## config.mk

```make
export PLATFORM = sky130hd
export DESIGN_NAME = spim_ctrl
export DESIGN_NICKNAME = d
export VERILOG_FILES = /design/src/rtl/spim_pkg.sv /design/src/rtl/spim_fifo.sv /design/src/rtl/spim_shifter.sv /design/src/rtl/spim_ctrl.sv
export SDC_FILE = /design/constraint.sdc
export NUM_CORES = 1
export LEC_CHECK = 0
export CORE_MARGIN = 5
export CORE_UTILIZATION = 46
export DETAILED_ROUTE_END_ITERATION = 16
export GPL_TIMING_DRIVEN = 0
export HOLD_SLACK_MARGIN = 0.12
export PLACE_DENSITY = 0.61
export SETUP_SLACK_MARGIN = 0.05
export SYNTH_ARGS = -nofsm -noshare
export SYNTH_HDL_FRONTEND = slang
export SYNTH_SLANG_ARGS = --single-unit
```

## constraint.sdc

```tcl
create_clock -name clk -period 6.4 [get_ports clk]
set_input_delay 1.28 -clock clk [delete_from_list [all_inputs] [get_ports clk]]
set_output_delay 1.28 -clock clk [all_outputs]
set_load 0.1 [all_outputs]
```

## src/rtl/spim_pkg.sv

```systemverilog
package spim_pkg;
  localparam int WORD_W = 32;
  localparam int BLK_W  = 16;
  localparam int NCS    = 4;

  localparam logic [7:0] OFS_CMD  = 8'h00;
  localparam logic [7:0] OFS_STAT = 8'h04;
  localparam logic [7:0] OFS_XCTL = 8'h08;
  localparam logic [7:0] OFS_DIV  = 8'h0C;
  localparam logic [7:0] OFS_TXD  = 8'h10;
  localparam logic [7:0] OFS_RXD  = 8'h14;

  // command bits
  localparam int C_CPOL   = 26;
  localparam int C_CPHA   = 21;
  localparam int C_INV    = 16;
  localparam int C_TXEN   = 15;
  localparam int C_RXEN   = 14;
  localparam int C_CSVAL  = 13;
  localparam int C_CSSW   = 12;
  localparam int C_SEL_LO = 5;
  localparam logic [31:0] CMD_RESET = 32'h1000_1000;

  // status bits
  localparam int S_BUSY = 31, S_RDY = 30, S_UNF = 27, S_OVF = 26;
  localparam int S_RXE = 25, S_RXF = 24, S_TXE = 23, S_TXF = 22;

  // transfer-control bits
  localparam int X_GO = 31, X_RXIE = 27, X_TXIE = 26;

  typedef enum logic [1:0] {SH_IDLE, SH_RUN, SH_HOLD} sh_state_e;
endpackage

```

## src/rtl/spim_fifo.sv

```systemverilog
module spim_fifo #(
  parameter int DEPTH = 4,
  parameter int W     = 32,
  localparam int PTR_W = (DEPTH > 1) ? $clog2(DEPTH) : 1,
  localparam int LVL_W = $clog2(DEPTH + 1)
) (
  input  logic             clk,
  input  logic             rst_n,
  input  logic             push,
  input  logic [W-1:0]     din,
  input  logic             pop,
  output logic [W-1:0]     dout,
  output logic             full,
  output logic             empty,
  output logic [LVL_W-1:0] level
);
  logic [W-1:0]     mem [DEPTH];
  logic [PTR_W-1:0] wp, rp;
  logic             push_ok, pop_ok;

  assign full    = (level == LVL_W'(DEPTH));
  assign empty   = (level == '0);
  assign push_ok = push && !full;
  assign pop_ok  = pop && !empty;
  assign dout    = mem[rp];

  function automatic logic [PTR_W-1:0] nxt(input logic [PTR_W-1:0] p);
    return (p == PTR_W'(DEPTH - 1)) ? '0 : p + 1'b1;
  endfunction

  always_ff @(posedge clk) begin
    if (push_ok) mem[wp] <= din;
  end

  always_ff @(posedge clk or negedge rst_n) begin
    if (!rst_n) begin
      wp <= '0; rp <= '0; level <= '0;
    end else begin
      if (push_ok) wp <= nxt(wp);
      if (pop_ok)  rp <= nxt(rp);
      case ({push_ok, pop_ok})
        2'b10:   level <= level + 1'b1;
        2'b01:   level <= level - 1'b1;
        default: level <= level;
      endcase
    end
  end
endmodule

```

## src/rtl/spim_shifter.sv

```systemverilog
module spim_shifter
  import spim_pkg::*;
#(
  parameter int DIV_W = 8
) (
  input  logic             clk,
  input  logic             rst_n,
  input  logic             go,
  input  logic [4:0]       len_m1,
  input  logic             cpol,
  input  logic             cpha,
  input  logic             tx_en,
  input  logic             rx_en,
  input  logic [BLK_W-1:0] blk_m1,
  input  logic [DIV_W-1:0] half_m1,
  input  logic [31:0]      tx_word,
  input  logic             tx_avail,
  input  logic             miso,
  output logic             tx_pop,
  output logic             rx_push,
  output logic [31:0]      rx_word,
  output logic             busy,
  output logic             done,
  output logic             sclk,
  output logic             mosi
);
  sh_state_e        st;
  logic [DIV_W-1:0] hcnt;
  logic             sck_q, mosi_q;
  logic [31:0]      sh, rxsh, fetch, aligned, rx_full;
  logic [4:0]       bitcnt;
  logic [BLK_W-1:0] words_left;
  logic             tick, lead, trail, word_end, last_word, load;

  assign tick      = (st != SH_IDLE) && (hcnt == half_m1);
  assign lead      = (st == SH_RUN) && tick && !sck_q;
  assign trail     = (st == SH_RUN) && tick && sck_q;
  assign word_end  = trail && (bitcnt == len_m1);
  assign last_word = (words_left == '0);
  assign load      = ((st == SH_IDLE) && go) || (word_end && !last_word);
  assign fetch     = (tx_en && tx_avail) ? tx_word : '0;
  assign aligned   = fetch << (5'd31 - len_m1);
  assign tx_pop    = load && tx_en && tx_avail;
  // in trailing-edge mode the last bit arrives on the edge that ends the word
  assign rx_full   = cpha ? {rxsh[30:0], miso} : rxsh;
  assign rx_word   = rx_full & ~(32'hFFFF_FFFE << len_m1);
  assign rx_push   = word_end && rx_en;
  assign done      = (st == SH_HOLD) && tick;
  assign busy      = (st != SH_IDLE);
  assign sclk      = sck_q ^ cpol;
  assign mosi      = mosi_q;

  always_ff @(posedge clk or negedge rst_n) begin
    if (!rst_n) begin
      st <= SH_IDLE; hcnt <= '0; sck_q <= 1'b0; mosi_q <= 1'b0;
      sh <= '0; rxsh <= '0; bitcnt <= '0; words_left <= '0;
    end else begin
      hcnt <= ((st == SH_IDLE) || tick) ? '0 : hcnt + 1'b1;
      case (st)
        SH_IDLE: if (go) begin
          st <= SH_RUN; words_left <= blk_m1; bitcnt <= '0; sck_q <= 1'b0;
        end
        SH_RUN: begin
          if (tick) sck_q <= ~sck_q;
          if ((lead && !cpha) || (trail && cpha)) rxsh <= {rxsh[30:0], miso};
          if (lead && cpha) begin
            mosi_q <= sh[31]; sh <= sh << 1;
          end
          if (trail) begin
            if (!cpha && !word_end) begin
              mosi_q <= sh[31]; sh <= sh << 1;
            end
            bitcnt <= bitcnt + 1'b1;
            if (word_end) begin
              bitcnt <= '0;
              if (last_word) st <= SH_HOLD;
              else words_left <= words_left - 1'b1;
            end
          end
        end
        SH_HOLD: if (tick) begin
          st <= SH_IDLE; mosi_q <= 1'b0;
        end
        default: st <= SH_IDLE;
      endcase
      if (load) begin
        if (!cpha) begin
          mosi_q <= aligned[31]; sh <= aligned << 1;
        end else begin
          sh <= aligned;
        end
      end
    end
  end
endmodule

```

## src/rtl/spim_ctrl.sv

```systemverilog
module spim_ctrl
  import spim_pkg::*;
#(
  parameter int FIFO_DEPTH = 4,
  parameter int DIV_W      = 8,
  parameter int ADDR_W     = 8,
  localparam int LVL_W     = $clog2(FIFO_DEPTH + 1)
) (
  input  logic              clk,
  input  logic              rst_n,
  input  logic              reg_wr,
  input  logic              reg_rd,
  input  logic [ADDR_W-1:0] reg_addr,
  input  logic [31:0]       reg_wdata,
  output logic [31:0]       reg_rdata,
  output logic              irq,
  output logic              sclk,
  output logic              mosi,
  input  logic              miso,
  output logic [NCS-1:0]    cs_line
);
  logic [31:0]       cmd_q;
  logic [BLK_W-1:0]  xc_cnt;
  logic              xc_txie, xc_rxie;
  logic [DIV_W-1:0]  div_q;
  logic              ready_q, ovf_q, unf_q;
  logic              busy, done, go;
  logic              tx_full, tx_empty, rx_full, rx_empty;
  logic              tx_pop, rx_push, tx_push, rx_pop;
  logic [31:0]       tx_dout, rx_dout, rx_word;
  logic [LVL_W-1:0]  tx_level, rx_level;
  logic              sel_cmd, sel_stat, sel_xctl, sel_div, sel_txd, sel_rxd;

  assign sel_cmd  = (reg_addr == ADDR_W'(OFS_CMD));
  assign sel_stat = (reg_addr == ADDR_W'(OFS_STAT));
  assign sel_xctl = (reg_addr == ADDR_W'(OFS_XCTL));
  assign sel_div  = (reg_addr == ADDR_W'(OFS_DIV));
  assign sel_txd  = (reg_addr == ADDR_W'(OFS_TXD));
  assign sel_rxd  = (reg_addr == ADDR_W'(OFS_RXD));

  assign go      = reg_wr && sel_xctl && !busy && reg_wdata[X_GO];
  assign tx_push = reg_wr && sel_txd;
  assign rx_pop  = reg_rd && sel_rxd;

  always_ff @(posedge clk or negedge rst_n) begin
    if (!rst_n) begin
      cmd_q <= CMD_RESET; xc_cnt <= '0; xc_txie <= 1'b0; xc_rxie <= 1'b0;
      div_q <= '0; ready_q <= 1'b0; ovf_q <= 1'b0; unf_q <= 1'b0;
    end else begin
      if (reg_wr && sel_cmd && !busy) cmd_q <= reg_wdata;
      if (reg_wr && sel_div && !busy) div_q <= reg_wdata[DIV_W-1:0];
      if (reg_wr && sel_xctl && !busy) begin
        xc_cnt  <= reg_wdata[BLK_W-1:0];
        xc_txie <= reg_wdata[X_TXIE];
        xc_rxie <= reg_wdata[X_RXIE];
      end
      if (reg_wr && sel_stat) begin
        if (reg_wdata[S_RDY]) ready_q <= 1'b0;
        if (reg_wdata[S_OVF]) ovf_q   <= 1'b0;
        if (reg_wdata[S_UNF]) unf_q   <= 1'b0;
      end
      if (go)                   ready_q <= 1'b0;
      if (done)                 ready_q <= 1'b1;
      if (tx_push && tx_full)   ovf_q   <= 1'b1;
      if (rx_pop && rx_empty)   unf_q   <= 1'b1;
    end
  end

  spim_fifo #(.DEPTH(FIFO_DEPTH), .W(32)) u_txf (
    .clk, .rst_n, .push(tx_push), .din(reg_wdata), .pop(tx_pop),
    .dout(tx_dout), .full(tx_full), .empty(tx_empty), .level(tx_level));

  spim_fifo #(.DEPTH(FIFO_DEPTH), .W(32)) u_rxf (
    .clk, .rst_n, .push(rx_push), .din(rx_word), .pop(rx_pop),
    .dout(rx_dout), .full(rx_full), .empty(rx_empty), .level(rx_level));

  spim_shifter #(.DIV_W(DIV_W)) u_sh (
    .clk, .rst_n, .go, .len_m1(cmd_q[4:0]), .cpol(cmd_q[C_CPOL]),
    .cpha(cmd_q[C_CPHA]), .tx_en(cmd_q[C_TXEN]), .rx_en(cmd_q[C_RXEN]),
    .blk_m1(reg_wdata[BLK_W-1:0]), .half_m1(div_q), .tx_word(tx_dout),
    .tx_avail(!tx_empty), .miso, .tx_pop, .rx_push, .rx_word, .busy, .done,
    .sclk, .mosi);

  assign irq = ready_q && ((xc_txie && cmd_q[C_TXEN]) || (xc_rxie && cmd_q[C_RXEN]));

  // chip-select drive: one generated slice per line
  logic cs_assert;
  assign cs_assert = cmd_q[C_CSSW] ? cmd_q[C_CSVAL] : busy;
  for (genvar i = 0; i < NCS; i++) begin : g_cs
    assign cs_line[i] = (cmd_q[C_SEL_LO + i] && cs_assert) ? cmd_q[C_INV] : ~cmd_q[C_INV];
  end

  always_comb begin
    reg_rdata = '0;
    if (sel_cmd) reg_rdata = cmd_q;
    if (sel_div) reg_rdata[DIV_W-1:0] = div_q;
    if (sel_rxd && !rx_empty) reg_rdata = rx_dout;
    if (sel_xctl) begin
      reg_rdata[X_GO]         = busy;
      reg_rdata[X_RXIE]       = xc_rxie;
      reg_rdata[X_TXIE]       = xc_txie;
      reg_rdata[BLK_W-1:0]    = xc_cnt;
    end
    if (sel_stat) begin
      reg_rdata[S_BUSY] = busy;    reg_rdata[S_RDY] = ready_q;
      reg_rdata[S_UNF]  = unf_q;   reg_rdata[S_OVF] = ovf_q;
      reg_rdata[S_RXE]  = rx_empty; reg_rdata[S_RXF] = rx_full;
      reg_rdata[S_TXE]  = tx_empty; reg_rdata[S_TXF] = tx_full;
    end
  end
endmodule

```

==> flow_summary.ini, run 1 <==
[timing]
worst_slack_ns = 0.167
maxSlewViolCount = 0
skew_ns = 0.0158
worstMarginPinSlew_ns = 1.18
finalSetupViolations = 0
worst_hold_slack_ns = 0.472
finalHoldViolations = 0
rsz0062_at_grt = no
fmax_mhz = 160
slew_headroom = 0.208
post-route-period-util = 0.974
fin_crit_ns = 6.23

[power]
comb_power_share = 0.030
peakVddDrop_v = 0.000204
p_sw_frac = 0.217
intPower_w = 0.00455
p_seq_frac = 0.508
clkPwrFrac = 0.462
p_sw_w = 0.00126
p_leak_nw = 8.99
power_density_nw_per_um2 = 244

[clocking]
htreeDepth = 2
cts_setup_buffers = 0
clk_path_buf_depth = 3
clock_latency_ns = 0.58
cts.clk_slew.worst_paths_ns = 0.06
tritoncts = done
clock-root-buffer = clkbuf_16
cts-buffers-inserted = 46
cts_num_sinks = 428
cts_hold_buf = 0

[global_route]
gr-usage-all-layers = 0.245
grt_pass1_wl_um = 90600
antenna_found_initial = 0
grt-ovfl-total = 0
grt_max_degree = 114
grt_pass1_vias = 13724

[setup_path]
cp_cell_sequence = clkdlybuf4s50_1 -> or4_1 -> nor3_1 -> nand3_1 -> nor2_1 -> clkbuf_1 -> a22oi_1 -> o21ai_0 -> dlygate4sd2_1
end_kind = output port
required_ns = 5.12
critPathSlowestCell = dlygate4sd2_1
worstPathMaxFanout = 10
cp.arrival_ns = 4.95
crit_type = in -> out
critPathLaunchType = input pin
slowest_delay_ns = 0.89

[yosys]
synth_top_area_share = 0.373
ys_ff_latch = 428
yosysSeqAreaShare = 0.581
synth_top_area_cell = edfxtp_1
synth-edff-count = 256
syn-num-nets = 1586
async_flop_share = 0.402
avgSynthCellArea_um2 = 13.6
yosysUniqueCellTypes = 84
syn_area_um2 = 20600
ys.flop_type = edfxtp_1
synthCells = 1520
synth_area_leaders = edfxtp_1, dfrtp_1, mux4_2, mux2_2, mux2i_1
yosys_warnings = 0

[placed_design]
gp_congestion = 0.955
pre_cts_slack_ns = -0.888
portBuffers = 82
dp_hpwl_um = 44200

[route]
route.detailed.drc = 0
routedWlPerCell_um = 26.9
dr.pass1.iters = 7
viasPerCell = 6.05
drt-initial-drc-count = 1282
vias = 13806
drt-total-wl_um = 61300
drtAntennaViolNets = 0

[floorplanning]
design.core.area_um2 = 44300
initial_utilization = 0.465
die_x_um = 222
chipHeight_um = 222
num_rows = 77
ios = 84
fp.dieArea_um2 = 49200

[layout]
drive_gt1_frac = 0.195
area_growth_syn_to_layout_pct = 15.3
multi_input_area_um2 = 8110
fillCellCount = 3788
ff_latch_area_um2 = 12000
fin_nets = 1719

[run]
max_cap_viol_count = 0

[run_status]
status = finished clean

[min_path]
holdCritPathClass = reg -> reg
==> area by class of cell <==
type,count,area share
Sequential cell,428,0.505
Multi-Input combinational cell,960,0.341
Clock buffer,56,0.0521
Timing Repair Buffer,85,0.0363
Tap cell,592,0.0312
Buffer,97,0.0177
Clock inverter,29,0.0115
Inverter,35,0.00553
Antenna cell,1,0.000105
==> kinds of logic after synthesis <==
| logic type | after synthesis | share of synthesized area |
|---|---|---|
| flip-flops | 428 | 0.581 |
| adder cells (fa/ha/maj) | 21 | 0.0135 |
| buffers and inverters | 132 | 0.0267 |
| AO/OA/AOI/OAI | 277 | 0.0918 |
| multiplexers | 285 | 0.194 |
| AND/OR/NAND/NOR | 347 | 0.0798 |
| XOR/XNOR | 30 | 0.0127 |
==> through the flow <==
stage / cells / total power (W) / setup TNS [ns] / area [um^2] / util
floorplan: 1520 / 0.00307 / 0 / 20600 / -
global placement: 2194 / 0.00317 / -604.14 / 22200 / 0.501
detailed placement: 2197 / 0.00318 / -13.69 / 22300 / 0.503
CTS: 2282 / 0.00585 / 0 / 23800 / 0.537
global route: 2282 / 0.00598 / 0 / 23800 / 0.536
finish: 2283 / 0.00581 / 0 / 23800 / 0.536
==> flip-flops by register name, indices dropped and copies added (netlist names), 16 cells and up <==
| register | flops |
|---|---|
| cmd_q | 32 |
| u_rxf.mem | 128 |
| xc_cnt | 16 |
| u_sh.sh | 32 |
| u_sh.words_left | 16 |
| u_txf.mem | 128 |
| u_sh.rxsh | 32 |
==> power by group through the flow <==
stage	registers (W)	clock network [W]	logic [W]
floorplan	0.00300	0	0.0000666
global placement	0.00301	0	0.000168
detailed placement	0.00301	0	0.000175
CTS	0.00295	0.00272	0.000176
global route	0.00295	0.00284	0.000188
finish	0.00295	0.00268	0.000173
==> cell usage after synthesis, types with 4 or more instances <==
cell       instances
a211oi_1          11
a21oi_1           46
a221o_1            5
a221oi_1           4
a22o_1            11
a22oi_1           36
a31oi_1            9
a32o_1             4
and2_1            18
and3_1             9
buf_1             13
buf_2             17
clkbuf_1          63
dfrtp_1          170
edfxtp_1         256
ha_1              19
inv_1             33
mux2_2           106
mux2i_1           96
mux4_2            78
nand2_1          111
nand2b_1           5
nand3_1           22
nand4_1           11
nor2_1            95
nor2b_1            9
nor3_1            33
nor4_1             8
o211ai_1           4
o21a_1             4
o21ai_0           63
o21ai_1            6
o22a_1            10
o22ai_1           17
o2bb2ai_1          4
o31ai_1            6
or3_1              6
xnor2_1           16
xor2_1            14
==> timing repair <==
action,in CTS,in global routing
setup endpoints to repair,29,22
pin swaps,0,0
gates cloned,0,0
gates resized for setup,62,24
==> cells in the final DEF (no fill, tap or decap), types with 6 or more instances in the layout <==
cell type        count
o22a_1              10
nor2b_1              9
a22o_1              11
and2_2               8
and3_1               9
clkinv_2            11
or3_1                6
clkbuf_16           46
a211oi_1            11
mux2_2             106
a22oi_1             36
a21oi_1             46
o21ai_1              6
inv_1               33
clkdlybuf4s50_1     51
buf_1               13
xnor2_1             16
dfrtp_1            170
xor2_1              14
buf_2               17
nand4_1             11
nor3_1              32
ha_1                19
clkbuf_1            67
nand3_1             22
nor4_1               8
nor2_1              94
nand2_1            111
o22ai_1             17
clkinv_1             9
o21ai_0             63
and2_1              10
edfxtp_1           256
clkbuf_2             9
a31oi_1              9
mux2i_1             96
clkdlybuf4s15_2     13
mux4_2              78
==> final timing paths <==
kind                                   from                  to  slack, ns  cells after the start
worst min-delay path             u_sh.sh[1]          u_sh.sh[1]       0.47                      2
worst max-delay path            reg_addr[0]        reg_rdata[2]       0.17                      9
max in group asynchronous             rst_n         u_sh.sh[29]       4.75                      2
min in group asynchronous             rst_n  u_sh.words_left[5]       0.64                      1
worst min register to register   u_sh.sh[1]          u_sh.sh[1]       0.47                      2
worst max register to register   u_sh.st[1]      u_txf.level[2]       2.23                     15
==> per-layer routing <==
layer,GRT usage,part of all wire,vias to the layer above
met2,0.401,0.48,448
met5,0,0,-
met1,0.337,0.43,7110
met4,0.0783,0.034,0
met3,0.0401,0.056,116
li1,-,-,6132
==> critical path, delay by kind of cell <==
family | cells | cell delay (ns)
AND/OR/NAND/NOR | 4 | 1.57
AO/OA/AOI/OAI | 2 | 0.26
buffers and inverters | 3 | 1.83
No activity file was read; power rests on OpenSTA's default activity.
==> inputs of run 2 (changes only) <==
--- a/config.mk
+++ b/config.mk
@@ -5,13 +5,14 @@
 export SDC_FILE = /design/constraint.sdc
 export NUM_CORES = 1
 export LEC_CHECK = 0
+export CORE_ASPECT_RATIO = 0.75
 export CORE_MARGIN = 5
 export CORE_UTILIZATION = 46
 export DETAILED_ROUTE_END_ITERATION = 16
 export GPL_TIMING_DRIVEN = 0
 export HOLD_SLACK_MARGIN = 0.12
 export PLACE_DENSITY = 0.61
-export SETUP_SLACK_MARGIN = 0.05
+export SETUP_SLACK_MARGIN = 0.15
 export SYNTH_ARGS = -nofsm -noshare
 export SYNTH_HDL_FRONTEND = slang
 export SYNTH_SLANG_ARGS = --single-unit
==> flow_summary.ini, run 2 (synthesis gave the netlist of run 1 again) <==
[setup_path]
reg2reg_slack_ns = 2.20
cp_cell_sequence = clkdlybuf4s50_1 -> or4_1 -> nor3_2 -> nand3_1 -> nor2_1 -> clkbuf_1 -> a22oi_1 -> o21ai_0 -> dlygate4sd2_1
crit_path_start = reg_addr[0]
crit_type = in -> out
end_kind = output port
worstPathMaxFanout = 10
critPathLaunchType = input pin
slowest_delay_ns = 0.90
worst-path-buf-inv = 3
critPathSlowestCell = dlygate4sd2_1
cp.arrival_ns = 4.85
worst_path_dominant_cell_family = buffers and inverters
required_ns = 5.12
worstReg2RegStart = u_sh.st[1]

[layout]
drive_gt1_frac = 0.191
layout_common_cells = edfxtp_1, dfrtp_1, nand2_1, mux2_2, mux2i_1
diodes = 0
fillCellCount = 3721
finalNonFillerCells = 2270
mostFrequentLayoutCell = edfxtp_1
final_core_util = 0.531
largest_registers = u_rxf.mem x128, u_txf.mem x128
fin_nets = 1717
area_growth_syn_to_layout_pct = 14.6

[floorplanning]
fp.dieArea_um2 = 49200
design.core.area_um2 = 44500
num_rows = 67
ios = 84
chipHeight_um = 193
initial_utilization = 0.463
die_x_um = 255

[min_path]
min_from = unf_q
holdCritPathClass = reg -> reg

[clocking]
clk_path_buf_depth = 3
cts-buffers-inserted = 41
cts-resized-gates = 71
htreeDepth = 2
cts_num_sinks = 428
cts.clk_slew.worst_paths_ns = 0.06
clock_latency_ns = 0.57
clock-root-buffer = clkbuf_16
tritoncts = done
cts_hold_buf = 0
cts_setup_buffers = 0

[power]
p_sw_frac = 0.218
power_w = 0.00547
p_sw_w = 0.00119
intPower_w = 0.00428
clkPwrFrac = 0.429
p_seq_frac = 0.539
comb_power_share = 0.032
p_leak_nw = 8.92
power_density_nw_per_um2 = 232
peakVddDrop_v = 0.000224

[timing]
worstMarginPinSlew_ns = 1.10
maxSlewViolCount = 0
finalSetupViolations = 0
slew_headroom = 0.268
fin_crit_ns = 6.13
finalHoldViolations = 0
post-route-period-util = 0.958
rsz0062_at_grt = no
fmax_mhz = 163
skew_ns = 0.0240

[route]
drt-initial-drc-count = 1314
viasPerCell = 6.18
routedWlPerCell_um = 27.3
dr.pass1.iters = 5
drtAntennaViolNets = 0
vias = 14031
route.detailed.drc = 0
drt-total-wl_um = 62000

[global_route]
gr-usage-all-layers = 0.251
grt_pass1_wl_um = 92900
grt_pass1_vias = 14059
grt-ovfl-total = 0
antenna_found_initial = 2
grt_max_degree = 119

[placed_design]
dp.cells = 2194
gp_congestion = 0.986
portBuffers = 82
dp_hpwl_um = 45300

[run_status]
status = finished clean

[run]
max_cap_viol_count = 0
run 2: cell type report:
cell class	instances	area (um^2)	share of cell area
flip-flops and latches	428	12000	0.508
multi-input cells	960	8110	0.343
clock buffers	58	1160	0.0491
repair buffers	88	956	0.0405
well taps	586	733	0.0310
plain buffers	97	422	0.0178
inverters	35	131	0.00556
clock inverters	18	120	0.00508
run 2: worst paths after layout:
check / to / cells after the start
worst max-delay path: reg_rdata[31] / 9
max in group asynchronous: u_sh.hcnt[4] / 2
min in group asynchronous: u_sh.sh[29] / 1
worst max register to register: u_txf.level[2] / 15
worst min-delay path: unf_q / 2
worst min register to register: unf_q / 2
run 2: power groups by stage:
stage               combinational (W)  clock, W  sequential (W)
global route                 0.000190   0.00252         0.00295
global placement             0.000169         0         0.00301
detailed placement           0.000176         0         0.00301
floorplan                   0.0000666         0         0.00300
finish                       0.000173   0.00235         0.00295
CTS                          0.000177   0.00240         0.00295
run 2: routing by layer:
metal  global-route usage  vias to the layer above  part of all wire
li1                     -                     6131                 -
met1                0.396                     7188              0.46
met2                0.361                      616              0.44
met3               0.0455                       96             0.082
met4               0.0606                        0             0.025
met5                    0                        -                 0
run 2: tightest hold or removal path, stage by stage (launching register included):
cell and delay, ns:
dfrtp_1 0.35, nand2_1 0.05, o21ai_0 0.06
run 2: metrics by stage:
step	setup WS (ns)	setup TNS [ns]	hold WS [ns]	instance area, um^2
floorplan	0.312	0	0.438	20600
global placement	-3.61	-623.65	0.457	22200
detailed placement	-0.962	-14.54	0.476	22300
CTS	0.101	0	0.490	23600
global route	0.167	0	0.523	23600
finish	0.266	0	0.490	23600
